--- src/rtl/predcore_pkg.sv ---
package predcore_pkg;
  localparam int DW     = 16;
  localparam int IW     = 4;
  localparam int NREGS  = 7;
  localparam int FR_IDX = 4;
  localparam int PC_IDX = 5;
  localparam int SP_IDX = 6;
  localparam int F_EQ   = 0;
  localparam int F_LT   = 1;
  localparam int F_GT   = 2;

  typedef enum logic [3:0] {
    OP_MOVL = 4'h0, OP_LOAD = 4'h1, OP_STORE = 4'h2, OP_MOV = 4'h3,
    OP_ADD  = 4'h4, OP_TST  = 4'h5, OP_AND   = 4'h6, OP_NOT = 4'h7,
    OP_PUSH = 4'h8, OP_POP  = 4'h9, OP_CALL  = 4'hA, OP_SHR = 4'hB,
    OP_SHL  = 4'hC, OP_BADD = 4'hD, OP_BADE  = 4'hE, OP_BADF = 4'hF
  } opcode_t;

  typedef struct packed {
    opcode_t      op;
    logic [2:0]   cond;
    logic         spare;
    logic [IW-1:0] tgt;
    logic [IW-1:0] src;
  } insn_t;

  typedef enum logic [2:0] {
    ST_FREQ, ST_FWAIT, ST_EXEC, ST_RWAIT, ST_WWAIT, ST_JMP, ST_POPRD, ST_HALT
  } state_t;
endpackage

--- src/rtl/predcore_regs.sv ---
module predcore_regs import predcore_pkg::*; #(
  parameter logic [DW-1:0] SP_INIT = 16'h8000
) (
  input  logic          clk,
  input  logic          rst,
  input  logic [IW-1:0] ra_idx,
  output logic [DW-1:0] ra_data,
  input  logic [IW-1:0] rb_idx,
  output logic [DW-1:0] rb_data,
  input  logic          we,
  input  logic [IW-1:0] w_idx,
  input  logic [DW-1:0] w_data,
  output logic [DW-1:0] pc,
  output logic [2:0]    flags
);
  localparam int AW = $clog2(NREGS);
  logic [DW-1:0] regs [NREGS];

  for (genvar g = 0; g < NREGS; g++) begin : g_reg
    localparam logic [DW-1:0] RV = (g == SP_IDX) ? SP_INIT : '0;
    localparam logic [IW-1:0] GI = IW'(g);
    always_ff @(posedge clk) begin
      if (rst) regs[g] <= RV;
      else if (we && w_idx == GI) regs[g] <= w_data;
    end
  end

  assign ra_data = (ra_idx < IW'(NREGS)) ? regs[ra_idx[AW-1:0]] : '0;
  assign rb_data = (rb_idx < IW'(NREGS)) ? regs[rb_idx[AW-1:0]] : '0;
  assign pc      = regs[PC_IDX];
  assign flags   = regs[FR_IDX][2:0];
endmodule

--- src/rtl/predcore_cond.sv ---
module predcore_cond import predcore_pkg::*; (
  input  logic [2:0] cond,
  input  logic [2:0] flags,
  output logic       pass,
  output logic       bad
);
  always_comb begin
    pass = 1'b0;
    bad  = 1'b0;
    case (cond)
      3'd0: pass = 1'b0;
      3'd1: pass = flags[F_EQ];
      3'd2: pass = flags[F_LT] | flags[F_GT];
      3'd3: pass = flags[F_LT];
      3'd4: pass = flags[F_GT];
      3'd7: pass = 1'b1;
      default: bad = 1'b1;
    endcase
  end
endmodule

--- src/rtl/predcore_alu.sv ---
module predcore_alu import predcore_pkg::*; (
  input  opcode_t       op,
  input  logic [DW-1:0] tv,
  input  logic [DW-1:0] sv,
  output logic [DW-1:0] res,
  output logic [2:0]    cmp
);
  always_comb begin
    case (op)
      OP_ADD:  res = tv + sv;
      OP_AND:  res = tv & sv;
      OP_NOT:  res = ~tv;
      OP_SHR:  res = sv >> tv;
      OP_SHL:  res = sv << tv;
      default: res = sv;
    endcase
    cmp        = '0;
    cmp[F_EQ]  = (sv == tv);
    cmp[F_LT]  = (sv < tv);
    cmp[F_GT]  = (sv > tv);
  end
endmodule

--- src/rtl/predcore.sv ---
module predcore import predcore_pkg::*; #(
  parameter logic [DW-1:0] SP_INIT = 16'h8000
) (
  input  logic          clk,
  input  logic          rst,
  output logic [DW-1:0] mem_addr,
  output logic [DW-1:0] mem_wdata,
  output logic          mem_rd,
  output logic          mem_wr,
  input  logic [DW-1:0] mem_rdata,
  input  logic          mem_ready,
  output logic          halt
);
  state_t        state;
  insn_t         ir;
  logic [IW-1:0] ld_idx;
  logic          ld_en, post_inc, post_jmp;
  logic [DW-1:0] rt, rs, pc, alu_res;
  logic [2:0]    flags, cmp;
  logic          pass, bad_cond, bad;
  logic          we;
  logic [IW-1:0] w_idx;
  logic [DW-1:0] w_data;
  logic          unused_spare;

  assign unused_spare = ir.spare;

  predcore_regs #(.SP_INIT(SP_INIT)) u_regs (
    .clk(clk), .rst(rst),
    .ra_idx(ir.tgt), .ra_data(rt),
    .rb_idx(ir.src), .rb_data(rs),
    .we(we), .w_idx(w_idx), .w_data(w_data),
    .pc(pc), .flags(flags)
  );

  predcore_cond u_cond (.cond(ir.cond), .flags(flags), .pass(pass), .bad(bad_cond));

  predcore_alu u_alu (.op(ir.op), .tv(rt), .sv(rs), .res(alu_res), .cmp(cmp));

  assign bad = bad_cond || (ir.op > OP_SHL);

  // single register write port, steered by the sequencer state
  always_comb begin
    we     = 1'b0;
    w_idx  = ir.tgt;
    w_data = alu_res;
    case (state)
      ST_FWAIT: if (mem_ready) begin
        we = 1'b1; w_idx = IW'(PC_IDX); w_data = pc + 1'b1;
      end
      ST_EXEC: if (!bad) begin
        case (ir.op)
          OP_MOVL: begin we = 1'b1; w_idx = IW'(PC_IDX); w_data = pc + 1'b1; end
          OP_MOV, OP_ADD, OP_AND, OP_NOT: we = pass;
          OP_SHR, OP_SHL: begin we = pass; w_idx = ir.src; end
          OP_TST: begin we = pass; w_idx = IW'(FR_IDX); w_data = {{(DW-3){1'b0}}, cmp}; end
          OP_POP: begin we = pass; w_data = rt - 1'b1; end
          default: we = 1'b0;
        endcase
      end
      ST_RWAIT: if (mem_ready && ld_en) begin
        we = 1'b1; w_idx = ld_idx; w_data = mem_rdata;
      end
      ST_WWAIT: if (mem_ready && post_inc) begin
        we = 1'b1; w_data = rt + 1'b1;
      end
      ST_JMP: begin we = 1'b1; w_idx = IW'(PC_IDX); w_data = rs; end
      default: we = 1'b0;
    endcase
  end

  always_ff @(posedge clk) begin
    if (rst) begin
      state     <= ST_FREQ;
      ir        <= '0;
      mem_addr  <= '0;
      mem_wdata <= '0;
      mem_rd    <= 1'b0;
      mem_wr    <= 1'b0;
      halt      <= 1'b0;
      ld_idx    <= '0;
      ld_en     <= 1'b0;
      post_inc  <= 1'b0;
      post_jmp  <= 1'b0;
    end else begin
      case (state)
        ST_FREQ: begin
          mem_rd <= 1'b1; mem_addr <= pc; state <= ST_FWAIT;
        end
        ST_FWAIT: if (mem_ready) begin
          mem_rd <= 1'b0; ir <= insn_t'(mem_rdata); state <= ST_EXEC;
        end
        ST_EXEC: begin
          state <= ST_FREQ;
          if (bad) begin
            halt <= 1'b1; state <= ST_HALT;
          end else begin
            case (ir.op)
              OP_MOVL: begin
                mem_rd <= 1'b1; mem_addr <= pc; ld_en <= pass; ld_idx <= ir.tgt;
                state <= ST_RWAIT;
              end
              OP_LOAD: if (pass) begin
                mem_rd <= 1'b1; mem_addr <= rs; ld_en <= 1'b1; ld_idx <= ir.tgt;
                state <= ST_RWAIT;
              end
              OP_STORE, OP_PUSH, OP_CALL: if (pass) begin
                mem_wr    <= 1'b1;
                mem_addr  <= rt;
                mem_wdata <= (ir.op == OP_CALL) ? pc : rs;
                post_inc  <= (ir.op != OP_STORE);
                post_jmp  <= (ir.op == OP_CALL);
                state     <= ST_WWAIT;
              end
              OP_POP: if (pass) state <= ST_POPRD;
              default: state <= ST_FREQ;
            endcase
          end
        end
        ST_POPRD: begin
          mem_rd <= 1'b1; mem_addr <= rt; ld_en <= 1'b1; ld_idx <= ir.src;
          state <= ST_RWAIT;
        end
        ST_RWAIT: if (mem_ready) begin
          mem_rd <= 1'b0; state <= ST_FREQ;
        end
        ST_WWAIT: if (mem_ready) begin
          mem_wr <= 1'b0; state <= post_jmp ? ST_JMP : ST_FREQ;
        end
        ST_JMP:  state <= ST_FREQ;
        default: state <= ST_HALT;
      endcase
    end
  end
endmodule

--- config.mk ---
export PLATFORM = sky130hd
export DESIGN_NAME = predcore
export DESIGN_NICKNAME = d
export VERILOG_FILES = /design/src/rtl/predcore_pkg.sv /design/src/rtl/predcore_regs.sv /design/src/rtl/predcore_cond.sv /design/src/rtl/predcore_alu.sv /design/src/rtl/predcore.sv
export SDC_FILE = /design/constraint.sdc
export NUM_CORES = 1
export LEC_CHECK = 0
export ABC_CLOCK_PERIOD_IN_PS = 6100
export BUFFER_PORTS_ARGS = -buffer_cell sky130_fd_sc_hd__buf_2
export CELL_PAD_IN_SITES_DETAIL_PLACEMENT = 0
export CELL_PAD_IN_SITES_GLOBAL_PLACEMENT = 1
export CORE_MARGIN = 2
export CORE_UTILIZATION = 50
export CTS_BUF_LIST = sky130_fd_sc_hd__clkbuf_8
export DETAILED_ROUTE_END_ITERATION = 6
export GPL_TIMING_DRIVEN = 0
export PLACE_DENSITY = 0.91
export SYNTH_ARGS = -nofsm -noshare
export SYNTH_HDL_FRONTEND = slang
export SYNTH_HIERARCHICAL = 1
export SYNTH_SLANG_ARGS = --single-unit
--- constraint.sdc ---
create_clock -name clk -period 6.1 [get_ports clk]
set_input_delay 0 -clock clk [delete_from_list [all_inputs] [get_ports clk]]
set_output_delay 0 -clock clk [all_outputs]
set_load 0.01 [all_outputs]
**Yosys cells after proc, flatten, opt, wreduce, memory -nomap -nowiden**

Memory sizes are Yosys's and may differ from the RTL's. A register that Yosys moved wholly into a read port is not among the register bits.
Cells that the tools add are included.

- Add/subtract/negate cells: 4
- Order comparisons: 5
- Equal/unequal tests: 42
- Shift-type cells: 2
- Muxes and demuxes: 87
- Bitwise operators: 11
- Reductions and logical operators: 32

Operators with widths:

| cell | count |
|---|---|
| $mux W16 | 17 |
| $pmux W16 S5 | 2 |
| $pmux W16 S3 | 3 |
| $mux W1 | 34 |
| $mux W3 | 11 |
| $add A16 B1 Y16 const B | 2 |
| $eq A4 B3 Y1 const B | 7 |
| $pmux W3 S7 | 1 |
| $eq A4 B4 Y1 const B | 5 |
| $mux W4 | 5 |
| $add A16 B16 Y16 | 1 |
| $and A16 B16 Y16 | 1 |
| $eq A16 B16 Y1 | 1 |
| $eq A4 B2 Y1 const B | 4 |
| $gt A16 B16 Y1 | 1 |
| $lt A16 B16 Y1 | 1 |
| $not A16 Y16 | 1 |
| $pmux W4 S2 | 2 |
| $pmux W4 S4 | 1 |
| $shl A16 B16 Y16 | 1 |
| $shr A16 B16 Y16 | 1 |
| $sub A16 B1 Y16 const B | 1 |
| $eq A3 B3 Y1 const B | 5 |
| $reduce_and A5 Y1 | 3 |
| 32 further kinds | 72 |

- Register bits after elaboration: 60
- Memory bits (writable): 112
- Bits of input ports: 19
- Output and inout bits: 35
- Word-level logic and storage cells: 198
- Memories kept: 1

Memory list:

| name | depth | bits a word | read ports | clocked after Yosys merged registers in | write ports | line | RTL |
|---|---|---|---|---|---|---|---|
| u_regs.regs | 7 | 16 | 4 | 2 | 7 | predcore_regs.sv:17 | `logic [DW-1:0] regs [NREGS];` |

**Depth between registers and ports, before layout**

Gate-level depths: netlist of run 1.

- Depth after elaboration: 12
- Depth in mapped cells: 21
- Depth with buffers taken out: 16

**Modules after synthesis**

Netlist of run 1, hierarchy kept.

Modules (own cells, without submodules):

| module | times used | cells an instance | area an instance (sq um) | sequential area each (sq um) |
|---|---|---|---|---|
| predcore_regs | 1 | 467 | 6120.9 | 3363.2 |
| predcore | 1 | 670 | 4838.4 | 1201.2 |
| predcore_alu | 1 | 493 | 3488.3 | 0.0 |
| predcore_cond | 1 | 9 | 63.8 | 0.0 |

**Least setup slack after synthesis of run 1**

Ideal clock, no wire load.

- Path type: register to register
- Start point: register ir[5] (netlist bit)
- End point: memory u_regs.regs[1][14] (data pin)
- Library setup time: 255 ps
- Arrival: 4630 ps
- Data required time: 5845 ps
- Slack: 1215 ps
- Stages on the path, launching flop included: 21
- Buffers on the path: 5
- Clock period less this slack: 4885 ps
- Cells stage by stage: dfxtp_1 buf_1 clkbuf_1 nand2_1 o21ai_0 a22o_1 buf_4 buf_4 buf_6 inv_1 fa_1 or2_2 a221oi_1 o311a_1 o31ai_1 o311ai_0 o211ai_1 a22o_1 a221oi_1 o211ai_1 and2_1

RTL lines:

| what | line | RTL |
|---|---|---|
| start: declaration | predcore.sv:15 | `insn_t ir;` |
| start signal: assignment | predcore.sv:75 | `ir <= '0;` |
| start signal: assignment | predcore.sv:91 | `mem_rd <= 1'b0; ir <= insn_t'(mem_rdata); state <= ST_EXEC;` |
| end: declaration | predcore_regs.sv:17 |  |

==> results.txt, run 1 <==
Outcome: finished with violations
Violated checks: DRC
DRT antenna net count: 0
H-Tree Level Count: 4
Leak Pwr: 5.79 nW
Mean number of vias per cell: 6.63
Dpl cell area: 15,500 um2
Register area share after synthesis: 31.5%
Seq cells post-synth: 172
Top FF cell, synth: edfxtp_1
RSZ-0062 raised after global routing: false
First-pass iteration count of the detailed router: 7
Max-slew violation count: 0
Final nets: 1,799
FFs w/ async S/R, synth: 0%
Final setup vio count: 0
Worst vdd ir: 0.000154 V
ANT cells: 0
CP startpoint kind: register
Slew margin rel.: 28.8%
IO Count: 54
Area growth syn-to-layout: 11.3%
DPL Wire Length: 42,100 um
Final hold vios: 0
Placer Congestion: 0.993
Final Non-Filler Cells: 2,141
Num CTS Buffers: 17
DRC errors left: 1
Final period util: 95.8%
Worst-Margin Slew: 1.06 ns
Post-synthesis cell area: 14,500 um2
Layout cell share with drive strength beyond 1: 17.3%
Max Fclk: 171 MHz
Hold depth: 5
Core area: 28,600 um2
Count of flip-flops with a built-in enable after synthesis: 112
Worst Setup Path Type: reg2reg
Reg clk slew, reported paths: 0.11 ns
Port bufs: 52
Largest net degree at the start of global routing: 21
R2R cell count: 21
DIE WIDTH: 174 um
Number of max-cap violations: 0
Post-Route WL: 54,900 um
TritonCTS clock tree: done
Worst Path Max Fanout: 10
Top cell type's share of synthesized area: 23.2%
Cell taking the most area after synthesis: edfxtp_1
Pwr Density: 224 nW/um2
Syn nets: 1,694
Clock skew: 0.0238 ns
Post-Synthesis Cells: 1,639
Global-route wire length before repair: 83,100 um
Initial core utilization: 50.7%
Required time of the critical path: 6.35 ns
Critical path endpoint category: register
DIE AREA: 30,400 um2
Clock tree sinks: 172
Placed cell count: 2,093
Clock Latency Late Sink: 0.49 ns
Rows: 62
DR WL/cell: 25.6 um
Initial antenna violation count: 0
Clock Path Buffers: 2
Synth unique cells: 95
Synthesized area per cell: 8.85 um2
Vias: 14,200
Synthesis Warnings: 6
Synth top area cells: edfxtp_1 23%, dfxtp_1 8.3%, and2_1 5.2%
Worst min path class: in2reg
Final instance area: 16,100 um2
Clock root buffer: clkbuf_8
1st-iter DRT viols: 2,162
WP data arrival: 6.09 ns
Vias in the first global route: 13,500
Final Critical Period: 5.84 ns
Die Y: 174 um
Grt total ovfl: 0
Total GRT Usage: 35.8%
## cells by family after synthesis
group	Yosys count	share of synthesized area [%]
buffers and inverters	182	5.54
DFF	172	31.5
adders and majority gates	36	3.16
AOI/OAI and AO/OA	472	21.7
muxes	150	13.7
and+or+nand+nor	580	21.6
xor gates and xnor gates	47	2.84
## power by group
part	internal (mW)	leakage (nW)	switching [mW]
clock	0.318	0.207	0.530
sequential	1.29	1.65	0.0490
combinational	0.511	3.94	0.921
## final timing paths
| path | to | slack, ns | start |
|---|---|---|---|
| setup reg to reg | u_regs/regs[4][14] | 0.26 | ir[4] |
| hold / removal | state[1] | 0.03 | mem_ready |
| setup / recovery | u_regs/regs[4][14] | 0.26 | ir[4] |
| hold reg to reg | mem_addr[2] | 0.45 | mem_addr[2] |
## cell type report
class                   count  area (um2)
plain buffers             127         603
multi-input cells        1285        9250
repair buffers             87         627
clock inverters            15         186
fillers                  2552       12500
well taps                 384         480
inverters                  54         203
flip-flops and latches    172        4560
clock buffers              17         234
## metrics by stage
step                worst slack (ns)  TNS [ns]  power (mW)  util, %  hold WS (ns)
CTS                           0.0850         0        3.56     56.4       0.00643
global route                 0.00513         0        3.75     56.4        0.0664
global placement              -0.883    -34.25        2.65     53.3         0.279
floorplan                       1.22         0        2.24        -         0.136
finish                         0.257         0        3.62     56.4        0.0265
detailed placement            -0.585     -4.57        2.72     54.3         0.282
## cells in the final DEF, fill, tap and decap left out, types with 15 or more instances in the layout
cell type	count
xnor2_1	29
a22o_1	19
edfxtp_1	112
a211oi_1	22
a22oi_1	24
mux2i_1	60
buf_2	86
ha_1	35
dfxtp_1	60
mux4_2	33
and2_1	121
xor2_1	18
a21oi_1	103
clkbuf_1	67
o211ai_1	16
nand4_1	16
o22ai_1	52
nand2_1	133
mux2_2	57
nand3_1	40
nor3_1	27
buf_6	18
o21ai_1	19
dlygate4sd3_1	16
clkbuf_8	17
nor3_2	19
nand2b_1	26
nor2_1	98
buf_4	15
nand3b_1	15
inv_1	54
o21ai_0	84
## sequential cells by signal (all words and copies together) (netlist names)
signal	count
u_regs/regs	112
ld_idx	4
halt	1
post_inc	1
mem_addr	16
post_jmp	1
state	3
ir	15
ld_en	1
mem_wr	1
mem_rd	1
mem_wdata	16
## worst max-delay path, cell delays in order, from the launching register on
cell	delay [ns]
dfxtp_1	0.44
buf_2	0.29
buf_4	0.30
mux2i_1	0.10
o21ai_0	0.29
a22o_4	0.30
buf_4	0.21
buf_4	0.23
buf_6	0.19
inv_1	0.15
fa_1	0.50
or2_2	0.32
a221oi_2	0.36
o311a_1	0.26
o31ai_1	0.16
o311ai_1	0.28
o211ai_1	0.26
a22o_1	0.27
a221oi_1	0.21
o211ai_1	0.13
buf_4	0.19
and2_1	0.15
## cells in the mapped netlist, drive strengths merged (53+ instances only)
| cell type | count |
|---|---|
| mux2i | 60 |
| mux2 | 57 |
| o22ai | 53 |
| buf | 56 |
| and2 | 122 |
| clkbuf | 72 |
| dfxtp | 60 |
| nor2 | 102 |
| nand2 | 133 |
| inv | 54 |
| a21oi | 103 |
| o21ai | 103 |
| edfxtp | 112 |
## timing repair
item | 4_1_cts | 5_1_grt
buffers inserted | 0 | 1
pin swaps | 0 | 2
gates resized for setup | 7 | 4
endpoints found under the hold margin | 20 | 0
hold buffers | 16 | 0
setup endpoints to repair | 16 | 14
cloned | 0 | 0
## per-layer routing
metal,GRT usage [%],wire [um],vias to the layer above
li1,-,-,6326
met1,50.6,22400,6725
met2,53.9,23500,1007
met3,5.97,6330,143
met4,15.9,2640,0
met5,0,0,-
No activity file was read; power rests on OpenSTA's default activity.
==> run 2, diff against run 1 <==
--- a/config.mk
+++ b/config.mk
@@ -9,11 +9,11 @@
 export BUFFER_PORTS_ARGS = -buffer_cell sky130_fd_sc_hd__buf_2
 export CELL_PAD_IN_SITES_DETAIL_PLACEMENT = 0
 export CELL_PAD_IN_SITES_GLOBAL_PLACEMENT = 1
+export CORE_ASPECT_RATIO = 0.75
 export CORE_MARGIN = 2
 export CORE_UTILIZATION = 50
 export CTS_BUF_LIST = sky130_fd_sc_hd__clkbuf_8
 export DETAILED_ROUTE_END_ITERATION = 6
-export GPL_TIMING_DRIVEN = 0
 export PLACE_DENSITY = 0.91
 export SYNTH_ARGS = -nofsm -noshare
 export SYNTH_HDL_FRONTEND = slang
==> results.txt, run 2 (same netlist as run 1, synthesis figures left out) <==
Fin Setup TNS: 0 ns
Initial antenna violation count: 1
IO Count: 54
DIE WIDTH: 201 um
Required time of the critical path: 6.48 ns
Clock skew: 0.0215 ns
DRT antenna net count: 0
1st-iter DRT viols: 2,549
Max-slew violation count: 0
Total GRT Usage: 37.7%
DRC errors left: 9
Layout cell share with drive strength beyond 1: 17.5%
Total Power: 3.59 mW
Number of max-cap violations: 0
Violated checks: DRC
Dpl cell area: 15,200 um2
RSZ-0062 raised after global routing: false
Vias in the first global route: 13,300
Worst min path class: in2reg
Postcts setup bufs: 0
Top Registers: u_regs/regs x112, mem_addr x16, mem_wdata x16
Clock Path Buffers: 2
Clock Latency Late Sink: 0.51 ns
First-pass iteration count of the detailed router: 7
CP startpoint kind: register
Rows: 53
Most common cell after layout, fill and taps aside: nand2_1
Pwr Density: 226 nW/um2
Port bufs: 53
Placer Congestion: 1.04
Vias: 14,600
DR WL/cell: 28.1 um
Worst vdd ir: 0.000164 V
Core area: 28,200 um2
Largest net degree at the start of global routing: 56
Global-route wire length before repair: 84,700 um
TritonCTS clock tree: done
Max Fclk: 172 MHz
Outcome: finished with violations
Placed cell count: 2,017
Worst Setup Path Type: reg2reg
ANT cells: 0
Final period util: 95.2%
Final Critical Period: 5.81 ns
Reg clk slew, reported paths: 0.10 ns
Final hold vios: 0
Slew margin rel.: 12.9%
Final nets: 1,733
DIE AREA: 30,400 um2
Worst-Margin Slew: 1.30 ns
Initial core utilization: 51.4%
DPL Wire Length: 41,700 um
Critical path endpoint category: register
Die Y: 152 um
Final setup vio count: 0
Post-Route WL: 58,300 um
Final Non-Filler Cells: 2,076
Hold depth: 5
Num CTS Buffers: 17
WP data arrival: 6.19 ns
Worst setup margin: 0.292 ns
R2R cell count: 12
Mean number of vias per cell: 7.02
Final instance area: 15,900 um2
Area growth syn-to-layout: 9.48%
Grt total ovfl: 0
Post-Place Worst Slack: 0.719 ns
Leak Pwr: 5.71 nW
Clock tree sinks: 172
Most frequent cells in the layout: 133 x nand2_1, 121 x and2_1, 112 x edfxtp_1
Worst Path Max Fanout: 15
H-Tree Level Count: 4
Clock root buffer: clkbuf_8
Max reg flops: 112
Biggest register: u_regs/regs
[run 2: cell count changes in the layout (fill, tap and decap cells not counted), sizes merged]
| cell | delta |
|---|---|
| buf | -6 |
| clkinv | -2 |
| inv | -2 |
| dlygate4sd3 | +11 |
| clkbuf | -67 |
[run 2: power by group]
group | total [mW] | internal (mW) | leakage [nW] | switching, mW
clock network | 0.794 | 0.330 | 0.194 | 0.464
logic | 1.43 | 0.508 | 3.87 | 0.923
registers | 1.37 | 1.29 | 1.65 | 0.0739
total | 3.59 | 2.13 | 5.71 | 1.46
[run 2: worst max-delay path, cell delays in order, from the launching register on]
cell	delay (ns)
dfxtp_2	0.74
buf_4	0.38
buf_4	0.27
mux4_2	0.53
a22o_1	0.47
nor4_1	0.48
nand4_1	0.50
nand3b_1	0.45
nand2_1	0.12
a21oi_1	0.06
o31ai_1	0.87
a221o_1	0.58
and2_1	0.20
[run 2: final cells by class]
type | instances | area (um2)
flip-flops and latches | 172 | 4570
repair buffers | 148 | 1050
fillers | 2572 | 12400
well taps | 385 | 482
clock inverters | 11 | 83.8
inverters | 54 | 203
multi-input cells | 1285 | 9220
clock buffers | 21 | 289
[run 2: per-stage QoR]
step	util [%]	hold WS (ns)
2_1_floorplan	-	0.136
3_3_place_gp	54.0	0.276
3_5_place_dp	54.0	0.278
4_1_cts	56.2	0.208
5_1_grt	56.2	0.287
6_report	56.2	0.269
[run 2: worst paths after layout]
| check | startpoint | endpoint | slack (ns) |
|---|---|---|---|
| worst max-delay path | ir[4] | u_regs/regs[2][2] | 0.29 |
| worst min register to register | mem_addr[4] | mem_addr[4] | 0.46 |
| worst min-delay path | mem_rdata[8] | u_regs/regs[1][8] | 0.27 |
| worst max register to register | ir[4] | u_regs/regs[2][2] | 0.29 |
[run 2: routing by layer]
metal  global-route usage [%]  part of all wire [%]  vias up
li1                         -                     -     6221
met5                        0                     0        -
met4                     15.6                   4.3        0
met1                     51.7                    40     6970
met2                     52.1                    39     1189
met3                     15.5                    17      201
[run 2: timing repair]
action	4_1_cts	5_1_grt
endpoints found under the setup margin	0	0
hold buffers	27	0
resized for setup	0	0
endpoints found under the hold margin	20	0
